--- config.mk ---
export PLATFORM = sky130hd
export DESIGN_NAME = flash_id_responder
export DESIGN_NICKNAME = d
export VERILOG_FILES = /design/src/rtl/flash_id_pkg.sv /design/src/rtl/pin_sync.sv /design/src/rtl/sck_edge_detect.sv /design/src/rtl/id_engine.sv /design/src/rtl/flash_id_responder.sv
export SDC_FILE = /design/constraint.sdc
export NUM_CORES = 1
export LEC_CHECK = 0
export BUFFER_PORTS_ARGS = -buffer_cell sky130_fd_sc_hd__buf_2
export CORE_ASPECT_RATIO = 0.8
export CORE_UTILIZATION = 48
export CTS_BUF_LIST = sky130_fd_sc_hd__clkbuf_16
export DETAILED_ROUTE_END_ITERATION = 8
export HOLD_SLACK_MARGIN = 0.06
export PLACE_DENSITY = 0.71
export SLEW_MARGIN = 0
export SYNTH_ARGS = -nofsm -noshare
export SYNTH_HDL_FRONTEND = slang
export SYNTH_SLANG_ARGS = --single-unit
--- constraint.sdc ---
create_clock -name clk -period 1.6 [get_ports clk]
set_clock_uncertainty 0.05 [all_clocks]
set_input_delay 0.32 -clock clk [delete_from_list [all_inputs] [get_ports clk]]
set_output_delay 0.32 -clock clk [all_outputs]
set_load 0.02 [all_outputs]
--- src/rtl/flash_id_pkg.sv ---
package flash_id_pkg;

  typedef enum logic [1:0] {
    ST_OPCODE = 2'd0,
    ST_IDENT  = 2'd1,
    ST_FILL   = 2'd2
  } resp_state_e;

  localparam logic [7:0]  DEF_OPCODE   = 8'h9F;
  localparam logic [7:0]  DEF_FILL     = 8'hFF;
  localparam int          DEF_ID_BYTES = 3;
  localparam logic [23:0] DEF_ID_VALUE = 24'h01_40_13;

endpackage

--- src/rtl/pin_sync.sv ---
module pin_sync #(
  parameter int               WIDTH   = 5,
  parameter int               STAGES  = 2,
  parameter logic [WIDTH-1:0] RST_VAL = '0
) (
  input  logic             clk,
  input  logic             rst_n,
  input  logic [WIDTH-1:0] d,
  output logic [WIDTH-1:0] q
);

  logic [WIDTH-1:0] stg [STAGES];

  for (genvar g = 0; g < STAGES; g++) begin : g_stage
    if (g == 0) begin : g_first
      always_ff @(posedge clk or negedge rst_n) begin
        if (!rst_n) stg[g] <= RST_VAL;
        else        stg[g] <= d;
      end
    end else begin : g_next
      always_ff @(posedge clk or negedge rst_n) begin
        if (!rst_n) stg[g] <= RST_VAL;
        else        stg[g] <= stg[g-1];
      end
    end
  end

  assign q = stg[STAGES-1];

endmodule

--- src/rtl/sck_edge_detect.sv ---
module sck_edge_detect #(
  parameter logic RST_LEVEL = 1'b0
) (
  input  logic clk,
  input  logic rst_n,
  input  logic sck_s,
  input  logic enable,
  output logic rise,
  output logic fall
);

  logic sck_prev;

  always_ff @(posedge clk or negedge rst_n) begin
    if (!rst_n) sck_prev <= RST_LEVEL;
    else        sck_prev <= sck_s;
  end

  // Previous sample always tracks the pin; only the pulses are gated,
  // so re-enabling never manufactures an edge.
  assign rise = enable &  sck_s & ~sck_prev;
  assign fall = enable & ~sck_s &  sck_prev;

endmodule

--- src/rtl/id_engine.sv ---
module id_engine
  import flash_id_pkg::*;
#(
  parameter logic [7:0]            OPCODE   = DEF_OPCODE,
  parameter logic [7:0]            FILL     = DEF_FILL,
  parameter int                    ID_BYTES = DEF_ID_BYTES,
  parameter logic [ID_BYTES*8-1:0] ID_VALUE = DEF_ID_VALUE
) (
  input  logic        clk,
  input  logic        rst_n,
  input  logic        sel,
  input  logic        rise,
  input  logic        fall,
  input  logic        mosi_bit,
  output logic        miso_bit,
  output resp_state_e state
);

  localparam int IDX_W = (ID_BYTES > 1) ? $clog2(ID_BYTES) : 1;
  localparam logic [IDX_W-1:0] LAST_IDX = IDX_W'(ID_BYTES - 1);

  logic [7:0]       id_tab [ID_BYTES];
  logic [2:0]       bit_cnt;
  logic [6:0]       rx_sr;
  logic [IDX_W-1:0] idx;
  logic [7:0]       cur_byte;
  logic [7:0]       rx_byte;

  for (genvar g = 0; g < ID_BYTES; g++) begin : g_id
    assign id_tab[g] = ID_VALUE[8*(ID_BYTES-1-g) +: 8];
  end

  assign rx_byte = {rx_sr, mosi_bit};

  always_comb begin
    case (state)
      ST_IDENT: cur_byte = id_tab[idx];
      default:  cur_byte = FILL;
    endcase
  end

  always_ff @(posedge clk or negedge rst_n) begin
    if (!rst_n) begin
      state    <= ST_OPCODE;
      bit_cnt  <= '0;
      rx_sr    <= '0;
      idx      <= '0;
      miso_bit <= FILL[7];
    end else if (!sel) begin
      state    <= ST_OPCODE;
      bit_cnt  <= '0;
      rx_sr    <= '0;
      idx      <= '0;
      miso_bit <= FILL[7];
    end else begin
      if (rise) begin
        rx_sr   <= rx_byte[6:0];
        bit_cnt <= bit_cnt + 3'd1;
        if (bit_cnt == 3'd7) begin
          case (state)
            ST_OPCODE: begin
              idx   <= '0;
              state <= (rx_byte == OPCODE) ? ST_IDENT : ST_FILL;
            end
            ST_IDENT: begin
              if (idx == LAST_IDX) state <= ST_FILL;
              else                 idx   <= idx + 1'b1;
            end
            default: state <= ST_FILL;
          endcase
        end
      end
      if (fall) begin
        // bit_cnt bits of the current byte have been clocked: present bit 7-bit_cnt
        miso_bit <= cur_byte[~bit_cnt];
      end
    end
  end

endmodule

--- src/rtl/flash_id_responder.sv ---
module flash_id_responder
  import flash_id_pkg::*;
#(
  parameter int                    SYNC_STAGES = 2,
  parameter logic [7:0]            OPCODE      = DEF_OPCODE,
  parameter logic [7:0]            FILL        = DEF_FILL,
  parameter int                    ID_BYTES    = DEF_ID_BYTES,
  parameter logic [ID_BYTES*8-1:0] ID_VALUE    = DEF_ID_VALUE
) (
  input  logic clk,
  input  logic rst_n,
  input  logic cs_n_pin,
  input  logic sck_pin,
  input  logic mosi_pin,
  input  logic wp_n_pin,
  input  logic hold_n_pin,
  output logic miso_o,
  output logic miso_oe
);

  localparam int PIN_W = 5;
  // Order {cs_n, sck, mosi, wp_n, hold_n}; select and levels idle high.
  localparam logic [PIN_W-1:0] PIN_RST = 5'b10011;

  logic [PIN_W-1:0] pins_s;
  logic             cs_n_s, sck_s, mosi_s, wp_n_s, hold_n_s;
  logic             sel;
  logic             pins_ok;
  logic             sck_rise, sck_fall;
  logic             miso_bit;
  resp_state_e      eng_state;

  pin_sync #(
    .WIDTH  (PIN_W),
    .STAGES (SYNC_STAGES),
    .RST_VAL(PIN_RST)
  ) u_sync (
    .clk  (clk),
    .rst_n(rst_n),
    .d    ({cs_n_pin, sck_pin, mosi_pin, wp_n_pin, hold_n_pin}),
    .q    (pins_s)
  );

  assign {cs_n_s, sck_s, mosi_s, wp_n_s, hold_n_s} = pins_s;
  assign sel     = ~cs_n_s;
  assign pins_ok = wp_n_s & hold_n_s;

  sck_edge_detect #(
    .RST_LEVEL(PIN_RST[3])
  ) u_edge (
    .clk   (clk),
    .rst_n (rst_n),
    .sck_s (sck_s),
    .enable(pins_ok),
    .rise  (sck_rise),
    .fall  (sck_fall)
  );

  id_engine #(
    .OPCODE  (OPCODE),
    .FILL    (FILL),
    .ID_BYTES(ID_BYTES),
    .ID_VALUE(ID_VALUE)
  ) u_engine (
    .clk     (clk),
    .rst_n   (rst_n),
    .sel     (sel),
    .rise    (sck_rise),
    .fall    (sck_fall),
    .mosi_bit(mosi_s),
    .miso_bit(miso_bit),
    .state   (eng_state)
  );

  assign miso_o  = miso_bit;
  assign miso_oe = sel;

endmodule

==> Word level (Yosys, flattened, before mapping) <==
Cells that the tools add are included.
{ "classes": {"n_addsub": 2, "order_cmp": 2, "eq_ne": 6, "n_mux": 23, "bitwise_logic": 10, "reduce_logical": 7} }
{ "op_table": {"columns": ["operator", "count"], "rows": [
  ["2-to-1 mux 8 bit", 3],
  ["2-to-1 mux 2 bit", 9],
  ["binary-select mux 8 bit (select 2 bit)", 1],
  ["2-to-1 mux 7 bit", 2],
  ["equality test 8 bit (second input constant)", 1],
  ["case mux 2 bit (2 select lines)", 2],
  ["2-to-1 mux 3 bit", 2],
  ["nonzero test 2 bit", 3],
  ["bitwise AND 1 bit", 5],
  ["less-than comparator 3 x 4 -> 1 bit (second input constant)", 1],
  ["AND reduction 4 bit", 1],
  ["adder 3 x 1 -> 3 bit (second input constant)", 1],
  ["binary-select mux 1 bit (select 3 bit)", 1],
  ["equality test 3 bit (second input constant)", 1],
  [">= comparator 3 bit (second input constant)", 1],
  ["2-to-1 mux 1 bit", 3],
  ["!= test 3 x 2 -> 1 bit (second input constant)", 1],
  ["!= test 3 bit (second input constant)", 1],
  ["inverter 1 bit", 3],
  ["inverter 2 -> 3 bit", 1],
  ["inverter 3 bit", 1],
  ["AND reduction 3 bit", 1],
  ["nonzero test 3 bit", 1],
  ["adder 2 x 1 -> 2 bit (second input constant)", 1],
  ["other kinds (3)", 3]
]} }
{ "word_totals": {"register_bits": 26, "out_inout_bits": 2, "word_cells": 58} }

==> Logic depth before layout (Yosys ltp) <==
{ "logic_depth": {"ltp_word": 9, "depth_mapped": 5} }

==> Cells and area by module <==
Synthesis repeated with hierarchy kept, for this count alone.
{ "hier_totals": {"cells_unflattened": 91, "hier_area_um2": 1161.1} }
{ "modules_own_cells": {"columns": ["mod", "instances", "cells_each", "area_per_inst_um2", "seq_area_each_um2"], "rows": [
  ["id_engine", 1, 71, 813.3, 376.6],
  ["pin_sync", 1, 15, 295.3, 257.7],
  ["sck_edge_detect", 1, 3, 42.5, 25.0],
  ["flash_id_responder", 1, 2, 10.0, 0.0]
]} }

==> Worst setup path before layout <==
No wires, ideal clock.
{ "synth_timing": {"kind": "reg2reg", "from": "reg u_engine.bit_cnt[0]", "to": "reg u_engine.idx[0]", "setup_time_ns": 0.128, "arrival_time_ns": 1.349, "t_required_ns": 1.422, "slack_ns": 0.074, "stages_incl_launch_ff": 5, "path_buffers": 0, "period_less_slack_ns": 1.526, "path_cell_list": "dfrtp_1 -> ha_1 -> ha_1 -> a41oi_2 -> mux2_1"} }
{ "synth_via": {"elab_chain_len": 3} }
{ "synth_rtl": {"columns": ["item", "line_no", "source"], "rows": [
  ["start: declaration", "id_engine.sv:23", "logic [2:0] bit_cnt;"],
  ["start signal: assignment", "id_engine.sv:58", "bit_cnt <= bit_cnt + 3'd1;"],
  ["equality test 3 bit", "id_engine.sv:59", "if (bit_cnt == 3'd7) begin"],
  ["nonzero test 2 bit (no line)", null, null],
  ["AND reduction 4 bit (no line)", null, null],
  ["end signal: assignment", "id_engine.sv:67", "else idx <= idx + 1'b1;"],
  ["end: declaration", "id_engine.sv:25", "logic [IDX_W-1:0] idx;"]
]} }
No other way between the ends.
A chain may end at the register's enable or synchronous reset.

==> Worst setup path in the final report <==
{ "layout_timing": {"from": "reg u_engine.bit_cnt[1]", "to": "reg u_engine.idx[0]"} }
The elaborated chain is that of the path after synthesis.

==> flow_summary_export.csv <==
group,metric,value,unit
outcome,outcome,"finished, final reports clean",
global_route,grt_antenna_before_repair,0,
finish,fin_util,61.17,%
logic_synthesis,ys_ff_latch,26,
clocking,numCtsBuffers,3,
sta,rsz0062_at_grt,"no",
clocking,clock-sinks,26,
sta,maxSlewViolCount,0,
clocking,clk_latency,0.26,ns
global_route,grt_first_pass_wirelength,3222,µm
sta,finalWorstSetupSlack,0.1042,ns
drt,drt-met1-wl,880,µm
clocking,cts_tree,"done",
drt,wire_per_inst,13.67,µm
die,fp.dieArea,2461,µm²
placement,place_ws,0.04496,ns
hold_path,min_from,"cs_n_pin",
die,io_pins,9,
finish,final_net_count,123,
sta,finalCriticalPeriod,1.496,ns
drt,top_layer,"met4",
global_route,gr-total-overflow,0,
sta,min_period_over_period,93.48,%
finish,diodes,0,
sta,tns,0,ns
finish,mostFrequentLayoutCells,"nand2_1, dfrtp_1, a21oi_1, buf_2, dfstp_2",
drt,drt_iter0_drc,16,
pwr,irDropWorstVdd,0.0008600,V
global_route,grt_usage,17.62,%
worst_setup_path,worst_ep_required_time,1.69,ns
clocking,clk_pin_slew,0.06,ns
global_route,grt_pass1_vias,700,
drt,wl,1846,µm
worst_setup_path,critPathTopFamily,"flip-flops",
worst_setup_path,reg2reg_from,"u_engine.bit_cnt[1]",
die,core_area,2140,µm²
worst_setup_path,crit_chain,"ha_1 > ha_2 > a41oi_2 > mux2_1",
clocking,htree_levels,1,
worst_setup_path,cp.arrival,1.59,ns
logic_synthesis,yosysSeqAreaShare,60.64,%
placement,hpwl,1289,µm
placement,place_congestion,0.8215,
drt,wl_met2,857,µm
sta,setup_violations,0,
flow_run,drv_cap,0,
sta,finalHoldViolCount,0,
die,die_w,55.21,µm
worst_setup_path,path_max_fanout,4,
worst_setup_path,cp-end-kind,"flip-flop",
logic_synthesis,synth_cell_types,28,
drt,via_per_inst,5.452,
logic_synthesis,syn_area_per_cell,11.45,µm²
placement,placed_cell_area,1182,µm²
placement,dp_cells,130,
drt,drtAntennaViolNets,0,
clocking,clockBufferDepth,2,
worst_setup_path,worst_path_largest_cell_delay,0.41,ns
drt,drtPass1Iterations,4,
worst_setup_path,path_buf_inv,0,
logic_synthesis,syn_area,1087,µm²
global_route,grt_max_degree,27,
worst_setup_path,critPathLaunchType,"flip-flop",
drt,drc,0,
worst_setup_path,crit_type,"reg2reg",
hold_path,min_path_type,"in2reg",
logic_synthesis,syn_inst,95,
pwr,power.density,1112,nW/µm²
logic_synthesis,yosys_warnings,0,
finish,drive_gt1_share,26.36,%
finish,area_growth,20.37,%
pwr,p_leak,0.5618,nW
sta,slew-limit-headroom,62.62,%
finish,final_area,1309,µm²
die,start_util,50.82,%
drt,wl_met3,85,µm
sta,fmax,0.6686,GHz
drt,via_count,736,
logic_synthesis,syn-num-nets,107,
clocking,clock-root-buffer,"clkbuf_16",
finish,fin_cells,135,
sta,worst_pin_slew,0.5607,ns
clocking,cts_setup_buffers,0,
worst_setup_path,crit_slowest_cell,"dfrtp_1",
die,dieHeight,44.57,µm
die,rows,15,
worst_setup_path,critPathLaunch,"u_engine.bit_cnt[1]",
placement,numPortBuffers,8,
[power by group]
group	switching [W]	leakage, nW	internal (W)
registers	0.00000921	0.327	0.000679
logic	0.0000299	0.184	0.0000187
clock network	0.000221	0.0511	0.000497
[per-stage QoR]
step           hold slack, ns  power [W]
2_1_floorplan        -0.02559  0.0007160
3_3_place_gp           0.2839  0.0007459
3_5_place_dp           0.2881  0.0007477
4_1_cts               0.09988   0.001472
5_1_grt               0.09302   0.001505
6_report               0.1061   0.001456
[metal layers]
metal	up-vias	global-route usage, %
li1	363	-
met1	355	23.38
met2	14	26.99
met3	4	7.018
met4	0	5.500
met5	-	0
[cell usage after synthesis, drive strengths merged]
library cell | count | area (µm²)
or3b | 2 | 17.52
dfrtp | 19 | 475.5
or4 | 1 | 7.510
dfstp | 7 | 183.9
a21oi | 9 | 45.04
mux2i | 1 | 10.01
buf | 2 | 10.01
xnor2 | 1 | 8.760
and4b | 2 | 20.02
a311o | 1 | 10.01
nor4 | 1 | 6.260
a211o | 1 | 8.760
nor2 | 3 | 11.26
nand4 | 3 | 18.77
ha | 5 | 62.56
and3 | 1 | 6.260
mux2 | 1 | 11.26
a41oi | 1 | 16.27
a31oi | 2 | 12.51
clkbuf | 1 | 3.750
nand4bb | 1 | 11.26
nand4b | 1 | 8.760
o21ai | 3 | 18.77
nand2 | 19 | 71.32
nor3 | 1 | 5.000
inv | 5 | 18.77
o21a | 1 | 7.510
[flip-flops by register name, indices dropped and copies added (netlist names)]
register / count
u_engine.miso_bit: 1
u_engine.bit_cnt: 3
u_engine.state: 2
u_edge.sck_prev: 1
u_sync.q: 5
u_sync.stg: 5
u_engine.rx_sr: 7
u_engine.idx: 2
[area by class of cell]
cell class / instances / area (µm²)
well taps: 25 / 31.28
inverters: 5 / 18.77
multi-input cells: 61 / 402.9
fillers: 177 / 830.8
clock inverters: 1 / 30.03
repair buffers: 14 / 91.34
flip-flops and latches: 26 / 659.4
clock buffers: 3 / 75.07
[worst paths after layout]
| check | cells past startpoint | end | slack, ns |
|---|---|---|---|
| max reg2reg | 4 | u_engine.idx[0] | 0.10 |
| max in group asynchronous | 2 | u_sync.stg[5] | 0.59 |
| min in group asynchronous | 2 | u_engine.state[1] | 0.53 |
| min | 1 | u_sync.stg[9] | 0.11 |
| max | 4 | u_engine.idx[0] | 0.10 |
| min reg2reg | 0 | u_sync.q[2] | 0.30 |
[logic make-up (layout without fill, tap and decap cells)]
logic type / count (synthesis) / after routing / share of synthesized area [%]
flops: 26 / 26 / 60.65
compound gates: 18 / 18 / 10.93
buf+inv: 8 / 23 / 2.992
xor+xnor: 1 / 1 / 0.8057
simple gates: 35 / 35 / 16.92
mux: 2 / 2 / 1.956
fa+ha+maj: 5 / 5 / 5.754
[timing repair]
| item | 4_1_cts | 5_1_grt |
|---|---|---|
| setup endpoints to repair | 0 | 3 |
| hold endpoints to repair | 19 | 0 |
| hold buffers | 1 | 0 |
| resized for setup | 0 | 4 |
Power figures use the tool's default switching activity.
